File: src/rtl/rstseq_pkg.sv
package rstseq_pkg;

    localparam int PC_W    = 10;
    localparam int TMR_W   = 10;
    localparam int DP_W    = 4;
    localparam int PORT_W  = 8;
    localparam int KEY_W   = 4;
    localparam int N_FAULT = 3;

    localparam logic [PORT_W-1:0] P0_RST = 8'hFF;
    localparam logic [PORT_W-1:0] P3_RST = 8'h03;
    localparam logic [PORT_W-1:0] P4_RST = 8'h26;
    localparam logic [PORT_W-KEY_W-1:0] P1_HI_RST = 4'hF;

    typedef enum logic [1:0] {
        SQ_HOLD = 2'd0,
        SQ_WAIT = 2'd1,
        SQ_RUN  = 2'd2
    } seq_state_e;

    typedef struct packed {
        logic [PC_W-1:0]   pc;
        logic              sp;
        logic [DP_W-1:0]   dp;
        logic              stat;
        logic              carry;
        logic [TMR_W-1:0]  tmr;
        logic [PORT_W-1:0] p0;
        logic [PORT_W-1:0] p1;
        logic [PORT_W-1:0] p3;
        logic [PORT_W-1:0] p4;
    } core_image_t;

    // Register image loaded by the core; only P1's low nibble varies.
    function automatic core_image_t build_image(input logic [KEY_W-1:0] keys);
        core_image_t img;
        img.pc    = '0;
        img.sp    = 1'b0;
        img.dp    = '0;
        img.stat  = 1'b0;
        img.carry = 1'b0;
        img.tmr   = '0;
        img.p0    = P0_RST;
        img.p1    = {P1_HI_RST, keys};
        img.p3    = P3_RST;
        img.p4    = P4_RST;
        return img;
    endfunction

endpackage

File: src/rtl/rstseq_sync.sv
module rstseq_sync #(
    parameter int STAGES = 2
) (
    input  logic clk,
    input  logic arst_n,
    output logic released
);
    logic [STAGES-1:0] q;

    // Assert immediately, release after STAGES edges.
    for (genvar i = 0; i < STAGES; i++) begin : g_stage
        if (i == 0) begin : g_first
            always_ff @(posedge clk or negedge arst_n) begin
                if (!arst_n) q[0] <= 1'b0;
                else         q[0] <= 1'b1;
            end
        end else begin : g_next
            always_ff @(posedge clk or negedge arst_n) begin
                if (!arst_n) q[i] <= 1'b0;
                else         q[i] <= q[i-1];
            end
        end
    end

    assign released = q[STAGES-1];
endmodule

File: src/rtl/rstseq_merge.sv
module rstseq_merge #(
    parameter int N_FLT = 3
) (
    input  logic             clk,
    input  logic             arst_n,
    input  logic             pin_released,
    input  logic             poc,
    input  logic             running,
    input  logic [N_FLT-1:0] flt,
    output logic             hold,
    output logic             flt_hit
);
    logic hit_q;

    assign hold = !pin_released || poc;

    // One-cycle registered fault pulse, only while the core runs.
    always_ff @(posedge clk or negedge arst_n) begin
        if (!arst_n) hit_q <= 1'b0;
        else         hit_q <= running && !hit_q && !hold && (|flt);
    end

    assign flt_hit = hit_q;
endmodule

File: src/rtl/rstseq_wait.sv
module rstseq_wait #(
    parameter int WAIT_CYC = 512
) (
    input  logic clk,
    input  logic arst_n,
    input  logic active,
    output logic done
);
    localparam int CW = $clog2(WAIT_CYC);
    localparam logic [CW-1:0] LAST = CW'(WAIT_CYC - 1);

    logic [CW-1:0] cnt;

    always_ff @(posedge clk or negedge arst_n) begin
        if (!arst_n)      cnt <= '0;
        else if (!active) cnt <= '0;
        else              cnt <= cnt + 1'b1;
    end

    assign done = active && (cnt == LAST);
endmodule

File: src/rtl/rstseq_top.sv
module rstseq_top
    import rstseq_pkg::*;
#(
    parameter int WAIT_CYC    = 512,  // legal range 246..694
    parameter int SYNC_STAGES = 2
) (
    input  logic              clk,
    input  logic              ext_rst_n,
    input  logic              poc_req,
    input  logic              in_standby,
    input  logic              flt_halt,
    input  logic              flt_rlz,
    input  logic              flt_stack,
    input  logic [KEY_W-1:0]  key_in,
    output logic              osc_en,
    output logic              osc_gnd,
    output logic              core_rst,
    output logic              rst_pin_pd,
    output logic              reg_load,
    output logic [PC_W-1:0]   init_pc,
    output logic              init_sp,
    output logic [DP_W-1:0]   init_dp,
    output logic              init_stat,
    output logic              init_carry,
    output logic [TMR_W-1:0]  init_tmr,
    output logic [PORT_W-1:0] init_p0,
    output logic [PORT_W-1:0] init_p1,
    output logic [PORT_W-1:0] init_p3,
    output logic [PORT_W-1:0] init_p4
);
    seq_state_e state, nxt;
    logic pin_rel, hold, flt_hit, wait_done, load_nxt, load_q;
    logic keep_q = 1'b0;
    logic [KEY_W-1:0] key_q = '0;
    core_image_t img;

    rstseq_sync #(.STAGES(SYNC_STAGES)) u_sync (
        .clk(clk), .arst_n(ext_rst_n), .released(pin_rel)
    );

    rstseq_merge #(.N_FLT(N_FAULT)) u_merge (
        .clk(clk), .arst_n(ext_rst_n), .pin_released(pin_rel),
        .poc(poc_req), .running(state == SQ_RUN),
        .flt({flt_stack, flt_rlz, flt_halt}),
        .hold(hold), .flt_hit(flt_hit)
    );

    rstseq_wait #(.WAIT_CYC(WAIT_CYC)) u_wait (
        .clk(clk), .arst_n(ext_rst_n), .active(state == SQ_WAIT),
        .done(wait_done)
    );

    always_comb begin
        nxt      = state;
        load_nxt = 1'b0;
        unique case (state)
            SQ_HOLD: if (!hold) begin
                nxt      = SQ_WAIT;
                load_nxt = !keep_q;
            end
            SQ_WAIT: begin
                if (hold)           nxt = SQ_HOLD;
                else if (wait_done) nxt = SQ_RUN;
            end
            SQ_RUN: begin
                if (hold) nxt = SQ_HOLD;
                else if (flt_hit) begin
                    nxt      = SQ_WAIT;
                    load_nxt = 1'b1;
                end
            end
            default: nxt = SQ_HOLD;
        endcase
    end

    always_ff @(posedge clk or negedge ext_rst_n) begin
        if (!ext_rst_n) begin
            state  <= SQ_HOLD;
            load_q <= 1'b0;
        end else begin
            state  <= nxt;
            load_q <= load_nxt;
        end
    end

    // Retention decision and key sample survive the pin reset.
    always_ff @(posedge clk) begin
        if (state == SQ_RUN) keep_q <= in_standby && !flt_hit;
        if (load_nxt)        key_q  <= key_in;
    end

    assign img        = build_image(key_q);
    assign osc_en     = ext_rst_n && (state != SQ_HOLD);
    assign osc_gnd    = !osc_en;
    assign core_rst   = !ext_rst_n || (state != SQ_RUN);
    assign rst_pin_pd = poc_req;
    assign reg_load   = load_q;
    assign init_pc    = img.pc;
    assign init_sp    = img.sp;
    assign init_dp    = img.dp;
    assign init_stat  = img.stat;
    assign init_carry = img.carry;
    assign init_tmr   = img.tmr;
    assign init_p0    = img.p0;
    assign init_p1    = img.p1;
    assign init_p3    = img.p3;
    assign init_p4    = img.p4;
endmodule

File: config.mk
export PLATFORM = sky130hd
export DESIGN_NAME = rstseq_top
export DESIGN_NICKNAME = d
export VERILOG_FILES = /design/src/rtl/rstseq_pkg.sv /design/src/rtl/rstseq_sync.sv /design/src/rtl/rstseq_merge.sv /design/src/rtl/rstseq_wait.sv /design/src/rtl/rstseq_top.sv
export SDC_FILE = /design/constraint.sdc
export NUM_CORES = 1
export LEC_CHECK = 0
export BUFFER_PORTS_ARGS = -buffer_cell sky130_fd_sc_hd__buf_4
export CAP_MARGIN = 20
export CORE_MARGIN = 4
export CORE_UTILIZATION = 31
export CTS_BUF_LIST = sky130_fd_sc_hd__clkbuf_4
export DETAILED_ROUTE_END_ITERATION = 6
export PLACE_DENSITY = 0.73
export RECOVER_POWER = 25
export SLEW_MARGIN = 20
export SYNTH_ARGS = -nofsm -noshare
export SYNTH_HDL_FRONTEND = slang
export SYNTH_SLANG_ARGS = --single-unit
File: constraint.sdc
create_clock -name clk -period 3.05 [get_ports clk]
set_clock_uncertainty 0.1 [all_clocks]
set_input_delay 0.1525 -clock clk [delete_from_list [all_inputs] [get_ports clk]]
set_output_delay 0.1525 -clock clk [all_outputs]
set_load 0.01 [all_outputs]
# [Word level (Yosys, flattened, before mapping)]
# Cells that the tools add are included.
[totals] register_bits=20 inputBits=11 out_inout_bits=64 wordCells=45
[classes] n_addsub=1 n_eq_ne=7 n_mux=11 reduce_logical=18
[op_table] cell="$mux 2" count=5
[op_table] cell="$add 9x1->9 const B" count=1
[op_table] cell="$eq 9x9->1 const B" count=1
[op_table] cell="$mux 9" count=1
[op_table] cell="$logic_and 1x1->1" count=6
[op_table] cell="$logic_not 1->1" count=6
[op_table] cell="$ne 3x3->1 const B" count=2
[op_table] cell="$pmux 2 s3" count=1
[op_table] cell="$ne 2x2->1 const B" count=2
[op_table] cell="$mux 1" count=3
[op_table] cell="$reduce_and 3->1" count=1
[op_table] cell="$reduce_or 3->1" count=1
[op_table] cell="$eq 2x1->1 const B" count=1
[op_table] cell="$eq 2x2->1 const B" count=1
[op_table] cell="$logic_not 2->1" count=1
[op_table] cell="$logic_or 1x1->1" count=2
[op_table] cell="$pmux 1 s2" count=1
[op_table] cell="$reduce_bool 2->1" count=1

# [Depth between registers and ports, before layout]
# Gate-level depths: netlist (run 1).
[depth] word_depth=5 depth_mapped=6 depth_no_buf=6

# [Modules after synthesis]
# A second synthesis (run 1) with hierarchy kept.
[unflattened] hier_cells=127 hier_area_um2=1286.2
[by_module_without_submodules] module="rstseq_top" n_inst=1 cells_per_inst=82 area_per_inst_um2=754.5 seq_area_each_um2=225.2
[by_module_without_submodules] module="rstseq_wait" n_inst=1 cells_per_inst=38 area_per_inst_um2=419.2 seq_area_each_um2=225.2
[by_module_without_submodules] module="rstseq_merge" n_inst=1 cells_per_inst=4 area_per_inst_um2=58.8 seq_area_each_um2=25.0
[by_module_without_submodules] module="rstseq_sync" n_inst=1 cells_per_inst=3 area_per_inst_um2=53.8 seq_area_each_um2=50.0

# [Worst setup path before layout (run 1)]
# OpenSTA, ideal clock, no wires.
[synth_timing] path_type="flip-flop to flip-flop" start="reg state[1]" end="reg key_q[0] (enable)" setup_ps=395 arrival_ps=1468 t_required_ps=2555 path_slack_ps=1087 path_stages_with_launch=3 path_buffers=0 synth_period_minus_slack_ps=1963 cell_sequence="dfrtp_1 nor2b_1 a2111oi_0"
[synth_between] elab_chain_len=2 word_cells_on_any_way=3 cone_classes="eq/ne: 1; mux: 1; reduce/logical: 1"
[synth_lines] element="from (decl)" line_no="rstseq_top.sv:31" source="seq_state_e state, nxt;"
[synth_lines] element="from (signal assigned)" line_no="rstseq_top.sv:81" source="state <= nxt;"
[synth_lines] element="$eq 2x2->1 / $logic_not 2->1 (equally long branches)" line_no="rstseq_top.sv:56" source="unique case (state)"
[synth_lines] element="$pmux 1 s2 *" line_no="rstseq_top.sv:56"
[synth_lines] element="via load_nxt" line_no="rstseq_top.sv:32" source="logic pin_rel, hold, flt_hit, wait_done, load_nxt, load_q;"
[synth_lines] element="to (signal assigned)" line_no="rstseq_top.sv:89" source="if (load_nxt) key_q <= key_in;"
[synth_lines] element="to (decl)" line_no="rstseq_top.sv:34" source="logic [KEY_W-1:0] key_q = '0;"
# Mark *: on every way through the listed nets, which the timed path passes. The rest lies on a longest branch.
# A chain may end at the register's enable or synchronous reset.

# [Final worst setup path (run 1)]
# Same ends and word-level chain as after synthesis.

==> impl_metrics.json, run 1 <==
{
  "nets": 165,
  "drive_gt1_share_pct": 16.6,
  "reg2regPathDepth": 3,
  "wirelength_mm": 1.83,
  "syn2layout_area_growth_pct": 7.77,
  "row_count": 22,
  "netlist_instances": 124,
  "cp-start-kind": "flop",
  "worst_skew_pair.late_latency_ps": 290,
  "async_flop_share_pct": 75.0,
  "setup_viol": 0,
  "path_max_fanout": 5,
  "status": "complete, no violations",
  "ys.flop_type": "dfrtp_1",
  "syn_avg_cell_area_um2": 9.87,
  "min_period_ps": 1570,
  "setup_slack_ps": 1480,
  "synthDistinctLibCells": 23,
  "grt_pass1_vias": 613,
  "pin_count": 75,
  "final_core_util_pct": 35.2,
  "post_cts_resized": 0,
  "ys_ff_latch": 20,
  "grt_usage_pct": 6.76,
  "ir_drop_mv": 0.140,
  "dp_hpwl_mm": 1.45,
  "critPathRequiredTime_ps": 2980,
  "grt_max_degree": 18,
  "hold_viol": 0,
  "routabilityCongestion": 0.797,
  "antenna_found_initial": 0,
  "synth.area.top_cells": "buf_4, dfrtp_1, edfxtp_1",
  "ys_warn_count": 0,
  "ant_nets": 0,
  "cp.arrival_ps": 1500,
  "stdcell_area_um2": 1320,
  "final-max-slew-violation-count": 0,
  "dp_slack_ps": 1490,
  "grt_overflow": 0,
  "rsz0062_at_grt": "false",
  "avgViaCountPerCell": 3.45,
  "power_leakage_nw": 0.678,
  "drt_iter0_drc": 12,
  "place_area_um2": 1220,
  "min_path_cells": 2,
  "post_drt_wl_per_cell_um": 9.17,
  "cts_root_buf": "clkbuf_4",
  "htree_levels": 1,
  "finalCritPeriodShare_pct": 51.4,
  "finalSetupTns_ps": 0,
  "start_util_pct": 32.7,
  "yosys.area.top_type": "buf_4",
  "p_per_area_nw_per_um2": 424,
  "maxCapViolCount": 0,
  "synth_top_cell_area_share_pct": 34.4,
  "postCtsSetupRepairBufs": 0,
  "yosysSeqAreaShare_pct": 42.9,
  "die_x_um": 70.8,
  "dr.pass1.iters": 4,
  "cpMaxStageDelayCell": "dfrtp_1",
  "grt_pass1_wl_mm": 2.70,
  "core_um2": 3740,
  "die_h_um": 70.8,
  "min_path_type": "input pin to flop",
  "die-area_um2": 5020,
  "end_kind": "flop",
  "cts_tree": "done",
  "synthMostInstantiatedCell": "buf_4",
  "cts.sinks": 20,
  "cts_buffer_depth": 2,
  "crit_chain": "nor2b_1 > a2111oi_0 > buf_4",
  "routed-via-count": 686,
  "synth_common_cells": "buf_4, dfrtp_1, nor2_1",
  "cts_made_buffers": 3,
  "fill_cells": 387,
  "netlist_area_um2": 1220,
  "synth_enable_flop_cells": 5,
  "clk_pin_slew_worst_paths_ps": 120,
  "n_antenna_cell": 0,
  "drc_errors": 0,
  "cp_slowest_stage_delay_ps": 430,
  "fmax_mhz": 638,
  "critPathKind": "flop to flop",
  "io_buffers": 19
}
-- worst paths after layout --
kind | start | to | slack, ps
worst max-delay path | state[1] | key_q[0] | 1480
worst min-delay path | in_standby | keep_q | 40
worst max register to register | state[1] | key_q[0] | 1480
worst min register to register | u_sync.q[0] | u_sync.released | 270
max in group asynchronous | ext_rst_n | u_wait.cnt[7] | 2540
min in group asynchronous | ext_rst_n | u_sync.released | 120
-- routing by layer --
metal | track usage (%) | wire length (µm) | vias to the layer above
met1 | 7.83 | 664 | 305
met5 | 0 | 0 | -
li1 | - | - | 344
met3 | 2.27 | 175 | 4
met2 | 11.5 | 965 | 33
met4 | 2.51 | 20 | 0
-- report_power, final --
part / switching [mW] / internal, mW / total [mW]
clock: 0.0795 / 0.133 / 0.212
sequential: 0.00320 / 0.279 / 0.282
combinational: 0.0457 / 0.0188 / 0.0645
-- flip-flops by register name, summed over array words and instances, names as in the netlist --
register	cells
keep_q	1
key_q	4
reg_load	1
state	2
u_merge.flt_hit	1
u_sync.q	1
u_sync.released	1
u_wait.cnt	9
-- through the flow --
step / power (mW) / std cells / hold slack [ps]
2_1_floorplan: 0.378 / 178 / -243
3_3_place_gp: 0.345 / 190 / -78.8
3_5_place_dp: 0.346 / 190 / -77.7
4_1_cts: 0.564 / 199 / 35.5
5_1_grt: 0.585 / 199 / 26.2
6_report: 0.559 / 199 / 41.5
-- layout make-up --
| cell class | instances | area, µm² | area share, % |
|---|---|---|---|
| Sequential cell | 20 | 526 | 39.8 |
| Multi-Input combinational cell | 97 | 462 | 35.0 |
| Timing Repair Buffer | 25 | 200 | 15.2 |
| Tap cell | 48 | 60.1 | 4.55 |
| Clock inverter | 1 | 30.0 | 2.28 |
| Clock buffer | 3 | 22.5 | 1.71 |
| Inverter | 5 | 18.8 | 1.42 |
-- critical path: cells and delay by family, from the launching register on --
kind                   cells  cell delay [ps]
AOI/OAI and AO/OA          1              390
buffers and inverters      1              220
DFF                        1              430
and+or+nand+nor            1              170
-- kinds of logic after synthesis --
family / synth area share [%]
other: 0.614
AOI/OAI and AO/OA: 4.91
adders and majority gates: 2.04
buffers and inverters: 35.9
and+or+nand+nor: 11.5
xor gates and xnor gates: 2.15
DFF: 42.9
-- timing repair --
item                                    in CTS  in global routing
endpoints found under the setup margin       0                  0
hold buffers                                 5                  0
endpoints found under the hold margin       19                  0
-- placed cells by master, fill, tap and decap left out, drive strengths merged --
master / count
inv: 5
dfrtp: 15
nand2b: 1
or3: 3
dlygate4sd3: 5
xor2: 1
a21oi: 3
conb: 56
nand4: 1
buf: 20
nor4b: 1
nor2b: 3
ha: 2
o21ai: 4
o22a: 1
nand2: 3
a22oi: 1
nand3: 3
clkbuf: 3
and2: 2
nor3: 2
nor2: 7
a2111oi: 1
xnor2: 2
bufinv: 1
edfxtp: 5
Note: power is estimated with default switching activity, not from simulation.
==> inputs of run 2 (changes only) <==
==> constraint.sdc (replaced) <==
create_clock -name clk -period 1.6 [get_ports clk]
set_clock_uncertainty 0.1 [all_clocks]
set_input_delay 0.08 -clock clk [delete_from_list [all_inputs] [get_ports clk]]
set_output_delay 0.08 -clock clk [all_outputs]
set_load 0.01 [all_outputs]
==> run 2 against run 1 <==
Core utilization grew 0.40 points. Die area is the same. Setup slack lost 1300 ps. Cell area grew 1.1%. Sequential power grew 90%. Hold slack lost 17 ps. Count of clock-buffer cells in the layout is the same. Non-clock buffer count grew 3. Sequential cell count is the same. Register-to-register slack lost 1300 ps. First-iteration DRC count shrank 58%. Via count grew 6.9%. Largest cell class unchanged.
==> impl_metrics.json, run 2 (synthesized netlist as in run 1, its figures left out) <==
{
  "fmax_mhz": 686,
  "grt_pass1_vias": 629,
  "drt_iter0_drc": 5,
  "grt_pass1_wl_mm": 2.88,
  "cp_slowest_stage_delay_ps": 460,
  "pin_count": 75,
  "fill_cells": 397,
  "drc_errors": 0,
  "io_buffers": 19,
  "regMostFlops": "u_wait.cnt",
  "cts_root_buf": "clkbuf_4",
  "cts_made_buffers": 3,
  "cts_buffer_depth": 2,
  "core_um2": 3740,
  "path_max_fanout": 7,
  "dpl.cell_count": 191,
  "stdcell_count": 202,
  "cts.sinks": 20,
  "row_count": 22,
  "die_x_um": 70.8,
  "cp.arrival_ps": 1280,
  "worst_skew_pair.late_latency_ps": 300,
  "avgViaCountPerCell": 3.63,
  "antenna_found_initial": 0,
  "critPathRequiredTime_ps": 1420,
  "final_common_cell": "conb_1",
  "crit_path_start": "state[0]",
  "finalSetupTns_ps": 0,
  "critPathKind": "flop to output pin",
  "htree_levels": 1,
  "cts_tree": "done",
  "syn2layout_area_growth_pct": 9.00,
  "routed-via-count": 733,
  "grt_usage_pct": 7.28,
  "cp-start-kind": "flop",
  "status": "complete, no violations",
  "maxCapViolCount": 0,
  "min_period_ps": 1460,
  "ant_nets": 0,
  "path_buf_inv": 2,
  "final_cell_mix": "conb_1, buf_4, dfrtp_1, nor2_1, dlygate4sd3_1",
  "n_antenna_cell": 0,
  "clk_pin_slew_worst_paths_ps": 110,
  "power_leakage_nw": 0.681,
  "finalCritPeriodShare_pct": 91.0,
  "crit_chain": "o21ai_0 > inv_1 > buf_4",
  "grt_max_degree": 18,
  "cp_top_family": "flip-flops",
  "setup_slack_ps": 143,
  "min_path_type": "input pin to flop",
  "wirelength_mm": 1.94,
  "dp_slack_ps": 84.6,
  "dr.pass1.iters": 3,
  "drive_gt1_share_pct": 18.8,
  "end_kind": "output pin",
  "post_drt_wl_per_cell_um": 9.60,
  "final-max-slew-violation-count": 0,
  "reg_top3": "u_wait.cnt: 9 flops, key_q: 4 flops, state: 2 flops",
  "rsz0062_at_grt": "false",
  "p_per_area_nw_per_um2": 684,
  "dp_hpwl_mm": 1.48,
  "routabilityCongestion": 0.811,
  "start_util_pct": 32.7,
  "grt_overflow": 0,
  "cpMaxStageDelayCell": "dfrtp_1",
  "largest_reg_flops": 9,
  "nets": 168,
  "r2r-start": "u_wait.cnt[1]",
  "min_from": "flt_stack",
  "die_h_um": 70.8,
  "die-area_um2": 5020,
  "setup_viol": 0,
  "ir_drop_mv": 0.351,
  "hold_viol": 0,
  "holdWs_ps": 24.3
}
[run 2: final timing paths]
check	end	slack [ps]	cells past startpoint
worst max-delay path	osc_en	140	3
worst min-delay path	u_merge.flt_hit	20	3
worst max register to register	u_wait.cnt[8]	150	5
worst min register to register	u_sync.released	260	0
max in group asynchronous	u_wait.cnt[4]	1150	2
min in group asynchronous	u_sync.q[0]	70	2
[run 2: routing by layer]
| metal | vias up | track usage [%] | routed length [µm] | part of all wire, % |
|---|---|---|---|---|
| met4 | 0 | 3.76 | 43 | 2.2 |
| met5 | - | 0 | 0 | 0 |
| met1 | 344 | 7.88 | 685 | 35 |
| met3 | 5 | 1.85 | 182 | 9.4 |
| li1 | 349 | - | - | - |
| met2 | 35 | 13.0 | 1030 | 53 |
[run 2: metrics by stage]
step,util [%],power [mW],cell area (µm²)
after floorplan,-,0.721,1430
after global placement,32.9,0.661,1230
after detailed placement,32.9,0.663,1230
after CTS,35.2,0.920,1320
after global routing,35.6,0.958,1330
final,35.6,0.912,1330
[run 2: tightest hold or removal path, cell delays in order]
cell	delay, ps
buf_4	100
nor3_1	130
nor4b_1	80
[run 2: area by class of cell]
type | count | area (µm²) | share of cell area (%)
clock buffers | 3 | 22.5 | 1.69
clock inverters | 1 | 3.75 | 0.281
inverters | 5 | 18.8 | 1.41
multi-input cells | 97 | 478 | 35.8
flip-flops and latches | 20 | 526 | 39.4
well taps | 48 | 60.1 | 4.50
repair buffers | 28 | 225 | 16.9
[run 2: where the power goes]
| group | total, mW | internal, mW | leakage, nW | switching, mW |
|---|---|---|---|---|
| logic | 0.131 | 0.0404 | 0.418 | 0.0904 |
| clock network | 0.244 | 0.0910 | 0.0154 | 0.153 |
| registers | 0.537 | 0.532 | 0.248 | 0.00541 |
[run 2: timing repair]
item	CTS	global route
gates resized for setup	0	2
hold buffers	6	0
endpoints found under the hold margin	20	0
endpoints found under the setup margin	0	7
buffers inserted	0	1
==> inputs of run 3 (changes only) <==
==> constraint.sdc (replaced) <==
create_clock -name clk -period 1.6 [get_ports clk]
set_clock_uncertainty 0.1 [all_clocks]
set_input_delay 0.08 -clock clk [delete_from_list [all_inputs] [get_ports clk]]
set_output_delay 0.08 -clock clk [all_outputs]
set_load 0.005 [all_outputs]
==> run 3 against run 2 <==
Critical path depth rose by 2. Final cell count did not move. Sequential power barely moved. Register-to-register slack barely moved. Sequential share of layout area did not move. Sequential cell count did not move. Die area did not move. Count of clock-buffer cells in the layout did not move. Maximum frequency rose by 0.55%. Total power fell by 3.3%. Cell area did not move. Via count rose by 0.41%. Critical path type is now flop to flop. Largest power group unchanged.
==> impl_metrics.json, run 3 (synthesized netlist as in run 1, its figures left out) <==
{
  "reg2regPathDepth": 5,
  "cp-start-kind": "flop",
  "finalSetupTns_ps": 0,
  "wirelength_mm": 1.94,
  "stdcell_count": 202,
  "grt_pass1_vias": 629,
  "grt_overflow": 0,
  "power_leakage_nw": 0.681,
  "crit_top_cell": "ha_1",
  "core_um2": 3740,
  "final_common_cell": "conb_1",
  "crit_chain": "ha_1 > nand3_2 > nor3_2 > ha_1 > and2_1",
  "grt.met2_usage_pct": 13.0,
  "nets": 168,
  "row_count": 22,
  "final_cell_mix": "conb_1, buf_4, dfrtp_1, nor2_1, dlygate4sd3_1",
  "cp_top_family": "adder cells",
  "grt_pass1_wl_mm": 2.88,
  "htree_levels": 1,
  "final-max-slew-violation-count": 0,
  "critPathKind": "flop to flop",
  "routabilityCongestion": 0.811,
  "cts_root_buf": "clkbuf_4",
  "largest_reg_flops": 9,
  "path_buf_inv": 0,
  "min_path_cells": 3,
  "clk_pin_slew_worst_paths_ps": 110,
  "syn2layout_area_growth_pct": 9.00,
  "fmax_mhz": 690,
  "regMostFlops": "u_wait.cnt",
  "drc_errors": 0,
  "drive_gt1_share_pct": 18.8,
  "pin_count": 75,
  "grt_max_degree": 18,
  "routed-via-count": 736,
  "n_antenna_cell": 0,
  "p_per_area_nw_per_um2": 661,
  "start_util_pct": 32.7,
  "post_drt_wl_per_cell_um": 9.61,
  "cts_made_buffers": 3,
  "antenna_found_initial": 0,
  "dpl.cell_count": 191,
  "ant_nets": 0,
  "dp_hpwl_mm": 1.48,
  "cpMaxStageDelayCell": "dfrtp_1",
  "worst_skew_pair.late_latency_ps": 300,
  "status": "complete, no violations",
  "setup_viol": 0,
  "ir_drop_mv": 0.349,
  "path_depth": 5,
  "critPathRequiredTime_ps": 1700,
  "cts_tree": "done",
  "dr.pass1.iters": 3,
  "holdWs_ps": 24.3,
  "cts_buffer_depth": 2,
  "grt_usage_pct": 7.28,
  "io_buffers": 19,
  "cp.arrival_ps": 1550,
  "drt_iter0_drc": 5,
  "cp_slowest_stage_delay_ps": 400,
  "cts.sinks": 20,
  "die_h_um": 70.8,
  "end_kind": "flop",
  "maxCapViolCount": 0,
  "grt_use_met1_pct": 7.88,
  "finalCritPeriodShare_pct": 90.5,
  "grt_use_met3_pct": 1.85,
  "min_path_type": "input pin to flop",
  "die_x_um": 70.8,
  "path_max_fanout": 4,
  "die-area_um2": 5020,
  "reg_top3": "u_wait.cnt: 9 flops, key_q: 4 flops, state: 2 flops",
  "min_period_ps": 1450,
  "top_usage_layer": "met2",
  "avgViaCountPerCell": 3.64,
  "rsz0062_at_grt": "false",
  "hold_viol": 0
}
run 3: worst reg2reg max path, stage by stage, from the launching register on:
cell and delay [ps]:
dfrtp_1 400, ha_1 220, nand3_2 130, nor3_2 130, ha_1 240, and2_1 140
run 3: final timing paths:
kind | start | to | slack, ps
worst min register to register | u_sync.q[0] | u_sync.released | 260
max in group asynchronous | ext_rst_n | u_wait.cnt[4] | 1150
worst max register to register | u_wait.cnt[1] | u_wait.cnt[8] | 150
worst max-delay path | u_wait.cnt[1] | u_wait.cnt[8] | 150
min in group asynchronous | ext_rst_n | u_sync.q[0] | 70
worst min-delay path | flt_stack | u_merge.flt_hit | 20
run 3: stage by stage:
step                cell area (µm²)  power, mW  util, %  worst slack, ps
global route                   1330      0.928     35.6             18.6
finish                         1330      0.882     35.6              151
CTS                            1320      0.890     35.2             75.9
global placement               1230      0.631     32.9              119
floorplan                      1430      0.688        -             45.6
detailed placement             1230      0.633     32.9             84.6
run 3: metal layers:
metal | part of all wire, % | vias to the layer above
li1 | - | 349
met1 | 35 | 347
met2 | 53 | 35
met3 | 9.4 | 5
met4 | 2.2 | 0
met5 | 0 | -
run 3: power by group:
group          internal (mW)  switching, mW
clock network         0.0910          0.153
logic                 0.0401         0.0603
registers              0.532        0.00541
total                  0.663          0.219
run 3: repair_timing:
item / in CTS / in global routing
setup endpoints to repair: 0 / 7
setup buffers: 0 / 1
endpoints found under the hold margin: 20 / 0
resized for setup: 0 / 2
hold buffers: 6 / 0
run 3: area by class of cell:
type | count | area (µm²)
fill | 397 | 2410
sequential | 20 | 526
multi-input combinational | 97 | 478
timing repair buffer | 28 | 225
tap | 48 | 60.1
clock buffer | 3 | 22.5
inverter | 5 | 18.8
clock inverter | 1 | 3.75
